**src/rtl/shr_pkg.sv**
```systemverilog
package shr_pkg;

    typedef enum logic [1:0] {
        ST_LOAD   = 2'd0,
        ST_SETTLE = 2'd1,
        ST_SAMPLE = 2'd2,
        ST_TAIL   = 2'd3
    } slot_state_e;

endpackage

```
**src/rtl/shr_code_bank.sv**
```systemverilog
module shr_code_bank #(
    parameter int NUM_CH = 32,
    parameter int CODE_W = 12
) (
    input  logic                      clk,
    input  logic                      rst,
    input  logic                      wr_en,
    input  logic [$clog2(NUM_CH)-1:0] wr_ch,
    input  logic [CODE_W-1:0]         wr_code,
    input  logic [$clog2(NUM_CH)-1:0] rd_ch,
    output logic [CODE_W-1:0]         rd_code
);
    localparam logic [CODE_W-1:0] MID_CODE = CODE_W'(1) << (CODE_W - 1);

    logic [CODE_W-1:0] codes [NUM_CH];

    for (genvar g = 0; g < NUM_CH; g++) begin : g_reg
        always_ff @(posedge clk) begin
            if (rst) begin
                codes[g] <= MID_CODE;
            end else if (wr_en && (wr_ch == ($clog2(NUM_CH))'(g))) begin
                codes[g] <= wr_code;
            end
        end
    end

    assign rd_code = codes[rd_ch];

endmodule

```
**src/rtl/shr_slot_fsm.sv**
```systemverilog
module shr_slot_fsm
    import shr_pkg::*;
#(
    parameter int NUM_CH     = 32,
    parameter int SLOT_CYC   = 1406,
    parameter int SETTLE_CYC = 500,
    parameter int SAMPLE_CYC = 600
) (
    input  logic                      clk,
    input  logic                      rst,
    output logic [$clog2(NUM_CH)-1:0] cur_ch,
    output logic                      load_now,
    output logic                      sample_win,
    output logic                      slot_end,
    output logic                      pass_start
);
    localparam int CH_W     = $clog2(NUM_CH);
    localparam int TAIL_CYC = SLOT_CYC - 1 - SETTLE_CYC - SAMPLE_CYC;
    localparam int CNT_W    = $clog2(SLOT_CYC);
    localparam logic [CNT_W-1:0] SETTLE_LAST = CNT_W'(SETTLE_CYC - 1);
    localparam logic [CNT_W-1:0] SAMPLE_LAST = CNT_W'(SAMPLE_CYC - 1);
    localparam logic [CNT_W-1:0] TAIL_LAST   = CNT_W'(TAIL_CYC - 1);
    localparam logic [CH_W-1:0]  LAST_CH     = CH_W'(NUM_CH - 1);

    slot_state_e          state;
    logic [CNT_W-1:0]     cnt;
    logic [CH_W-1:0]      ch;

    // state register process
    always_ff @(posedge clk) begin
        if (rst) begin
            state <= ST_LOAD;
            cnt   <= '0;
            ch    <= '0;
        end else begin
            unique case (state)
                ST_LOAD: begin
                    state <= ST_SETTLE;
                    cnt   <= '0;
                end
                ST_SETTLE: begin
                    if (cnt == SETTLE_LAST) begin
                        state <= ST_SAMPLE;
                        cnt   <= '0;
                    end else begin
                        cnt <= cnt + 1'b1;
                    end
                end
                ST_SAMPLE: begin
                    if (cnt == SAMPLE_LAST) begin
                        state <= ST_TAIL;
                        cnt   <= '0;
                    end else begin
                        cnt <= cnt + 1'b1;
                    end
                end
                ST_TAIL: begin
                    if (cnt == TAIL_LAST) begin
                        state <= ST_LOAD;
                        cnt   <= '0;
                        ch    <= (ch == LAST_CH) ? '0 : ch + 1'b1;
                    end else begin
                        cnt <= cnt + 1'b1;
                    end
                end
            endcase
        end
    end

    // output process
    always_comb begin
        load_now   = 1'b0;
        sample_win = 1'b0;
        slot_end   = 1'b0;
        pass_start = 1'b0;
        unique case (state)
            ST_LOAD: begin
                load_now   = 1'b1;
                pass_start = (ch == '0);
            end
            ST_SETTLE: ;
            ST_SAMPLE: sample_win = 1'b1;
            ST_TAIL:   slot_end = (cnt == TAIL_LAST);
        endcase
    end

    assign cur_ch = ch;

endmodule

```
**src/rtl/shr_chan_decode.sv**
```systemverilog
module shr_chan_decode #(
    parameter int NUM_CH   = 32,
    parameter int MUX_WAYS = 8
) (
    input  logic [$clog2(NUM_CH)-1:0]          ch,
    input  logic                               window,
    output logic [NUM_CH/MUX_WAYS-1:0]         bank_en,
    output logic [$clog2(MUX_WAYS)-1:0]        mux_addr
);
    localparam int ADDR_W = $clog2(MUX_WAYS);
    localparam int BANKS  = NUM_CH / MUX_WAYS;
    localparam int CH_W   = $clog2(NUM_CH);

    assign mux_addr = ch[ADDR_W-1:0];

    for (genvar b = 0; b < BANKS; b++) begin : g_bank
        assign bank_en[b] = window && (ch[CH_W-1:ADDR_W] == (CH_W-ADDR_W)'(b));
    end

endmodule

```
**src/rtl/shr_loopback.sv**
```systemverilog
module shr_loopback #(
    parameter int NUM_CH = 32
) (
    input  logic                      clk,
    input  logic                      rst,
    input  logic                      lb_req,
    input  logic [$clog2(NUM_CH)-1:0] lb_ch,
    input  logic [$clog2(NUM_CH)-1:0] cur_ch,
    input  logic                      slot_end,
    output logic [$clog2(NUM_CH)-1:0] mon_sel,
    output logic                      lb_ready
);
    logic                      pend;
    logic [$clog2(NUM_CH)-1:0] tgt;

    always_ff @(posedge clk) begin
        if (rst) begin
            pend     <= 1'b0;
            tgt      <= '0;
            mon_sel  <= '0;
            lb_ready <= 1'b0;
        end else if (lb_req) begin
            pend     <= 1'b1;
            tgt      <= lb_ch;
            lb_ready <= 1'b0;
        end else if (pend && slot_end && (cur_ch == tgt)) begin
            pend     <= 1'b0;
            mon_sel  <= tgt;
            lb_ready <= 1'b1;
        end
    end

endmodule

```
**src/rtl/shr_refresh_seq.sv**
```systemverilog
module shr_refresh_seq #(
    parameter int NUM_CH     = 32,
    parameter int CODE_W     = 12,
    parameter int MUX_WAYS   = 8,
    parameter int SLOT_CYC   = 1406,
    parameter int SETTLE_CYC = 500,
    parameter int SAMPLE_CYC = 600
) (
    input  logic                            clk,
    input  logic                            rst,
    input  logic                            wr_en,
    input  logic [$clog2(NUM_CH)-1:0]       wr_ch,
    input  logic [CODE_W-1:0]               wr_code,
    input  logic                            lb_req,
    input  logic [$clog2(NUM_CH)-1:0]       lb_ch,
    output logic [CODE_W-1:0]               dac_code,
    output logic [NUM_CH/MUX_WAYS-1:0]      bank_en,
    output logic [$clog2(MUX_WAYS)-1:0]     mux_addr,
    output logic                            sample_strobe,
    output logic                            pass_start,
    output logic [$clog2(NUM_CH)-1:0]       mon_sel,
    output logic                            lb_ready
);
    localparam int CH_W = $clog2(NUM_CH);
    localparam logic [CODE_W-1:0] MID_CODE = CODE_W'(1) << (CODE_W - 1);

    logic [CH_W-1:0]   cur_ch;
    logic              load_now;
    logic              sample_win;
    logic              slot_end;
    logic [CODE_W-1:0] rd_code;

    shr_code_bank #(.NUM_CH(NUM_CH), .CODE_W(CODE_W)) u_bank (
        .clk     (clk),
        .rst     (rst),
        .wr_en   (wr_en),
        .wr_ch   (wr_ch),
        .wr_code (wr_code),
        .rd_ch   (cur_ch),
        .rd_code (rd_code)
    );

    shr_slot_fsm #(
        .NUM_CH     (NUM_CH),
        .SLOT_CYC   (SLOT_CYC),
        .SETTLE_CYC (SETTLE_CYC),
        .SAMPLE_CYC (SAMPLE_CYC)
    ) u_fsm (
        .clk        (clk),
        .rst        (rst),
        .cur_ch     (cur_ch),
        .load_now   (load_now),
        .sample_win (sample_win),
        .slot_end   (slot_end),
        .pass_start (pass_start)
    );

    shr_chan_decode #(.NUM_CH(NUM_CH), .MUX_WAYS(MUX_WAYS)) u_dec (
        .ch       (cur_ch),
        .window   (sample_win),
        .bank_en  (bank_en),
        .mux_addr (mux_addr)
    );

    shr_loopback #(.NUM_CH(NUM_CH)) u_lb (
        .clk      (clk),
        .rst      (rst),
        .lb_req   (lb_req),
        .lb_ch    (lb_ch),
        .cur_ch   (cur_ch),
        .slot_end (slot_end),
        .mon_sel  (mon_sel),
        .lb_ready (lb_ready)
    );

    // DAC code latch: captured at the end of LOAD, held for the slot
    always_ff @(posedge clk) begin
        if (rst) begin
            dac_code <= MID_CODE;
        end else if (load_now) begin
            dac_code <= rd_code;
        end
    end

    assign sample_strobe = sample_win;

endmodule

```
**config.mk**
```make
export PLATFORM = sky130hd
export DESIGN_NAME = shr_refresh_seq
export DESIGN_NICKNAME = d
export VERILOG_FILES = /design/src/rtl/shr_pkg.sv /design/src/rtl/shr_code_bank.sv /design/src/rtl/shr_slot_fsm.sv /design/src/rtl/shr_chan_decode.sv /design/src/rtl/shr_loopback.sv /design/src/rtl/shr_refresh_seq.sv
export SDC_FILE = /design/constraint.sdc
export NUM_CORES = 1
export LEC_CHECK = 0
export BUFFER_PORTS_ARGS = -buffer_cell sky130_fd_sc_hd__buf_2
export CORE_MARGIN = 2
export CORE_UTILIZATION = 55
export DETAILED_ROUTE_END_ITERATION = 8
export PLACE_DENSITY = 0.72
export SETUP_SLACK_MARGIN = 0.5
export SLEW_MARGIN = 20
export SYNTH_ARGS = -nofsm -noshare
export SYNTH_HDL_FRONTEND = slang
export SYNTH_SLANG_ARGS = --single-unit
```
**constraint.sdc**
```tcl
create_clock -name clk -period 5.2 [get_ports clk]
set_clock_uncertainty 0.1 [all_clocks]
set_input_delay 0.26 -clock clk [delete_from_list [all_inputs] [get_ports clk]]
set_output_delay 0.26 -clock clk [all_outputs]
set_load 0.005 [all_outputs]
```
# Word level (Yosys, flattened, before mapping)
# Memory sizes are Yosys's and may differ from the RTL's. A register that Yosys moved wholly into a read port is not among the register bits.
# Index checks and enable logic that the tools add are counted.
op_classes:
  magnitude_cmp: 0
  n_reduce_logical: 47
  mux: 145
  shift: 0
  add_sub_neg: 2
  n_mul: 0
  n_bitwise: 33
  div: 0
  eq_ne: 45
ops:
  columns: ["op", "count"]
  rows:
  - ["$mux 12", 32]
  - ["$mux 1", 104]
  - ["$eq 5x5->1 const B", 17]
  - ["$pmux 11 s4", 1]
  - ["$eq 5x4->1 const B", 8]
  - ["$logic_and 1x1->1", 38]
  - ["$mux 11", 3]
  - ["$or 1x1->1", 32]
  - ["$eq 11x9->1 const B", 2]
  - ["$eq 5x3->1 const B", 4]
  - ["$add 11x1->11 const B", 1]
  - ["$eq 11x10->1 const B", 1]
  - ["$eq 5x2->1 const B", 2]
  - ["$logic_not 5->1", 2]
  - ["$eq 2x2->1 const B", 4]
  - ["$pmux 2 s4", 1]
  - ["$mux 2", 3]
  - ["$ne 2x1->1 const B", 3]
  - ["$add 5x1->5 const B", 1]
  - ["$eq 5x1->1 const B", 1]
  - ["$eq 5x5->1", 1]
  - ["$mux 5", 1]
  - ["$eq 2x1->1 const B", 2]
  - ["$logic_not 2->1", 2]
  - ["other kinds (5)", 6]
totals:
  register_bits: 30
  mem_count: 1
  word_cells: 280
  ram_bits: 384
  latch_bits: 0
  output_inout_bits: 27
  input_bits: 26
  mem_bits_ro: 0
mem_list:
  columns: ["memory", "words", "width", "rd", "rd_ports_with_merged_regs", "write_ports", "line_no", "text"]
  rows:
  - ["u_bank.codes", 32, 12, 1, 1, 32, "shr_code_bank.sv:15", "logic [CODE_W-1:0] codes [NUM_CH];"]

# Depth between registers and ports, before layout
depth:
  word_depth: 6
  depth_mapped: 9

# Cells and area by module
# From an unflattened synthesis, not the netlist that was laid out.
hier_totals:
  hier_cells: 1573
  hier_area_um2: 20184.4
by_module_without_submodules:
  columns: ["mod", "cells_each", "instances", "seq_area_each_um2", "area_each_um2"]
  rows:
  - ["shr_code_bank", 1366, 1, 11531.1, 18118.6]
  - ["shr_slot_fsm", 110, 1, 360.3, 1028.5]
  - ["shr_loopback", 52, 1, 240.2, 554.3]
  - ["shr_refresh_seq", 38, 1, 240.2, 422.9]
  - ["shr_chan_decode", 7, 1, 0.0, 60.1]

# Least setup slack after synthesis
# OpenSTA, ideal clock, no wires.
synth_path:
  path_type: "input to register"
  from: "input wr_ch[3]"
  to: "memory u_bank.codes[17][0] (enable)"
  t_arrival_ps: 1721
  path_slack_ps: 2996
  setup_ps: 383
  n_path_buf: 3
  path_stages: 5
  cell_sequence: "clkbuf_1 -> or2_2 -> clkbuf_1 -> clkbuf_1 -> o21bai_1"
synth_lines:
  columns: ["element", "line_no", "text"]
  rows:
  - ["from (decl)", "shr_refresh_seq.sv:12", "input logic [$clog2(NUM_CH)-1:0] wr_ch,"]
  - ["to (decl)", "shr_code_bank.sv:15", null]

==> results.toml <==
[power]
peakVddDrop_uv = 312
p_int_w = 0.00609
swShare = 0.237
clockPowerShare = 0.403
total_power_w = 0.00798
p_leak_nw = 7.46
seqPwrFrac = 0.510
p_comb_frac = 0.087
power.switching_w = 0.00189
power-per-cell-area_nw_per_um2 = 365

[critical_path]
crit_family = "flip-flops"
critPathKind = "register to register"
reg2reg_from = "u_fsm.cur_ch[0]"
crit_buf_inv = 1
rr_endpoint = "dac_code[7]"
cp_max_fo = 45
worst_r2r_path_depth = 6
cp-start-kind = "register"
cpMaxStageDelayCell = "dfxtp_4"
worst_setup_path_end_kind = "register"
crit_arrival_ns = 3.56
crit_required_ns = 5.52
path_cells = "buf_4, mux4_2, nor2b_1, a221o_1, a221oi_1, nor3_1"
r2r_setup_slack_ns = 1.96
cp_slowest_stage_delay_ns = 0.88

[synthesis]
netlist_area_um2 = 19900
synth_warnings = 0
yosysMostFrequentCell = "edfxtp_1"
syn-num-nets = 1478
synthTopCellsByCount = "edfxtp_1 (384), and2_1 (355), clkbuf_1 (102)"
synth_area_leaders = "edfxtp_1 (58%), and2_1 (11%), mux4_2 (8.2%), dfxtp_1 (4.2%), mux2i_1 (2.6%)"
synthCells = 1442
ys_ff_latch = 426
yosysTopAreaCell = "edfxtp_1"
synth_top_cell_area_share = 0.580
yosysSeqAreaShare = 0.622
synthDistinctLibCells = 60
async_flop_share = 0
postSynthAreaPerCell_um2 = 13.8
synth_edf_count = 384
ys.flop_type = "edfxtp_1"

[timing]
min_period_over_period = 0.624
hold_viol_final = 0
fin_crit_ns = 3.24
fmax_ghz = 0.308
rsz0062_at_grt = "no"
tightest_slew_ns = 1.09
slew_violations = 0
slew_headroom = 0.269
finalSetupTns_ns = 0
setup_viol_count_final = 0

[grt]
grt_max_degree = 71
grt_antenna_before_repair = 0
grt_pass1_wl_um = 75600
grt_use_total = 0.271
grt_pass1_vias = 11700
grt-ovfl-total = 0

[final_layout]
fillers = 2680
fin_util = 0.615
area_growth_pct = 9.93
nets = 1466
drive_above_1_share = 0.168

[drt]
dr.pass1.iters = 7
drc = 0
drt-initial-drc-count = 1492
vias = 12000
ant_nets = 0
finalWirelength_um = 50700
wl_per_cell_um = 26.3
via_per_inst = 6.22

[clocking]
post_cts_resized = 0
htree_levels = 2
cts_tree = "built"
numCtsBuffers = 44
cts.sinks = 426
cts_buffer_depth = 3
clkTransAtPathRegs_ns = 0.06
cts-root-buf = "clkbuf_16"
clk_latency_ns = 0.56

[min_path]
whs_endpoint = "u_bank.codes[16][11]"
hold-path-cell-count = 2
hold_path.class = "input port to register"
holdCritStartpoint = "wr_code[11]"

[die]
num_rows = 69
die-area_um2 = 37700
die_w_um = 194
ios = 53
core_um2 = 35600
start_util = 0.559
die_h_um = 194

[run]
drv_cap = 0

[outcome]
outcome = "finished clean"

[placement]
hpwl_um = 33000
numPortBuffers = 52
globalplace.congestion = 0.912
-- per-stage QoR --
stage,std cells,hold WS [ns],setup slack (ns),area (um^2)
2_1_floorplan,1442,0.307,3.00,19900
4_1_cts,1925,0.251,1.93,21900
3_5_place_dp,1839,0.366,1.95,20300
6_report,1926,0.280,1.96,21900
3_3_place_gp,1839,0.359,2.01,20300
5_1_grt,1925,0.303,1.71,21900
-- cell type report --
class / instances / area (um^2) / area share
clock buffers: 63 / 1270 / 0.0579
flip-flops and latches: 426 / 12400 / 0.566
multi-input cells: 866 / 6910 / 0.316
inverters: 12 / 45.0 / 0.00206
diodes: 1 / 2.50 / 0.000114
well taps: 461 / 577 / 0.0264
clock inverters: 17 / 188 / 0.00858
repair buffers: 80 / 498 / 0.0228
-- power by group through the flow --
| stage | registers [W] | clock network [W] | logic, W |
|---|---|---|---|
| floorplan | 0.00407 | 0 | 0.000418 |
| global placement | 0.00412 | 0 | 0.000667 |
| detailed placement | 0.00413 | 0 | 0.000679 |
| finish | 0.00407 | 0.00321 | 0.000696 |
| CTS | 0.00406 | 0.00322 | 0.000683 |
| global route | 0.00408 | 0.00335 | 0.000744 |
-- flip-flops by register name, summed over array words and instances (netlist names) --
| register | cells |
|---|---|
| u_lb.tgt | 5 |
| u_fsm.cur_ch | 5 |
| u_bank.codes | 384 |
| u_lb.mon_sel | 5 |
| dac_code | 12 |
| u_lb.pend | 1 |
| u_fsm.cnt | 11 |
| u_fsm.state | 2 |
| u_lb.lb_ready | 1 |
-- metal layers --
metal / track usage / vias to the layer above / share of wire
met4: 0.0901 / 0 / 0.032
met5: 0 / - / 0
met1: 0.391 / 6001 / 0.41
met2: 0.406 / 649 / 0.45
li1: - / 5235 / -
met3: 0.0677 / 100 / 0.11
-- layout by cell type (no fill, tap or decap), types with 4 or more instances in the layout --
master / netlist / layout
xor2_1: 6 / 6
bufinv_16: 0 / 4
o21ai_0: 19 / 19
a221o_1: 10 / 10
inv_1: 12 / 12
buf_2: 17 / 52
edfxtp_1: 384 / 384
mux2i_1: 51 / 51
clkinv_2: 0 / 7
o21bai_1: 16 / 13
a21oi_1: 14 / 14
nor2_1: 69 / 69
dlygate4sd3_1: 0 / 6
buf_4: 12 / 21
a211o_1: 10 / 10
nor2b_1: 18 / 18
clkinv_1: 0 / 4
xnor2_1: 8 / 8
mux2_2: 17 / 17
a21o_1: 14 / 14
nand3_1: 18 / 18
mux4_2: 72 / 72
a221oi_1: 10 / 10
o22ai_1: 10 / 10
nor3_1: 28 / 25
clkbuf_1: 102 / 10
clkbuf_16: 0 / 46
dfxtp_1: 42 / 39
nand2b_1: 14 / 14
ha_1: 10 / 10
o2bb2ai_1: 10 / 10
or3_1: 25 / 25
nand2_1: 21 / 21
clkbuf_8: 0 / 4
and2_1: 355 / 355
-- kinds of logic after synthesis --
logic type / synth area share
AND/OR/NAND/NOR: 0.169
flip-flops: 0.622
buffers and inverters: 0.0320
multiplexers: 0.117
AO/OA/AOI/OAI: 0.0477
XOR/XNOR: 0.00616
adder cells (fa/ha/maj): 0.00629
-- repair_timing --
item                                   4_1_cts  5_1_grt
endpoints found under the hold margin        6        0
setup buffers                                0        0
hold buffers                                 6        0
-- worst max path at each step --
stage                         start                  end  slack (ns)  depth (start not counted)
floorplan                  wr_ch[3]  u_bank.codes[17][0]        3.00                          5
global placement    u_fsm.cur_ch[0]         dac_code[10]        2.01                          6
detailed placement  u_fsm.cur_ch[0]          dac_code[2]        1.95                          6
CTS                 u_fsm.cur_ch[0]          dac_code[7]        1.93                          6
global route        u_fsm.cur_ch[0]          dac_code[7]        1.71                          6
finish              u_fsm.cur_ch[0]          dac_code[7]        1.96                          6
Power figures use the tool's default switching activity.
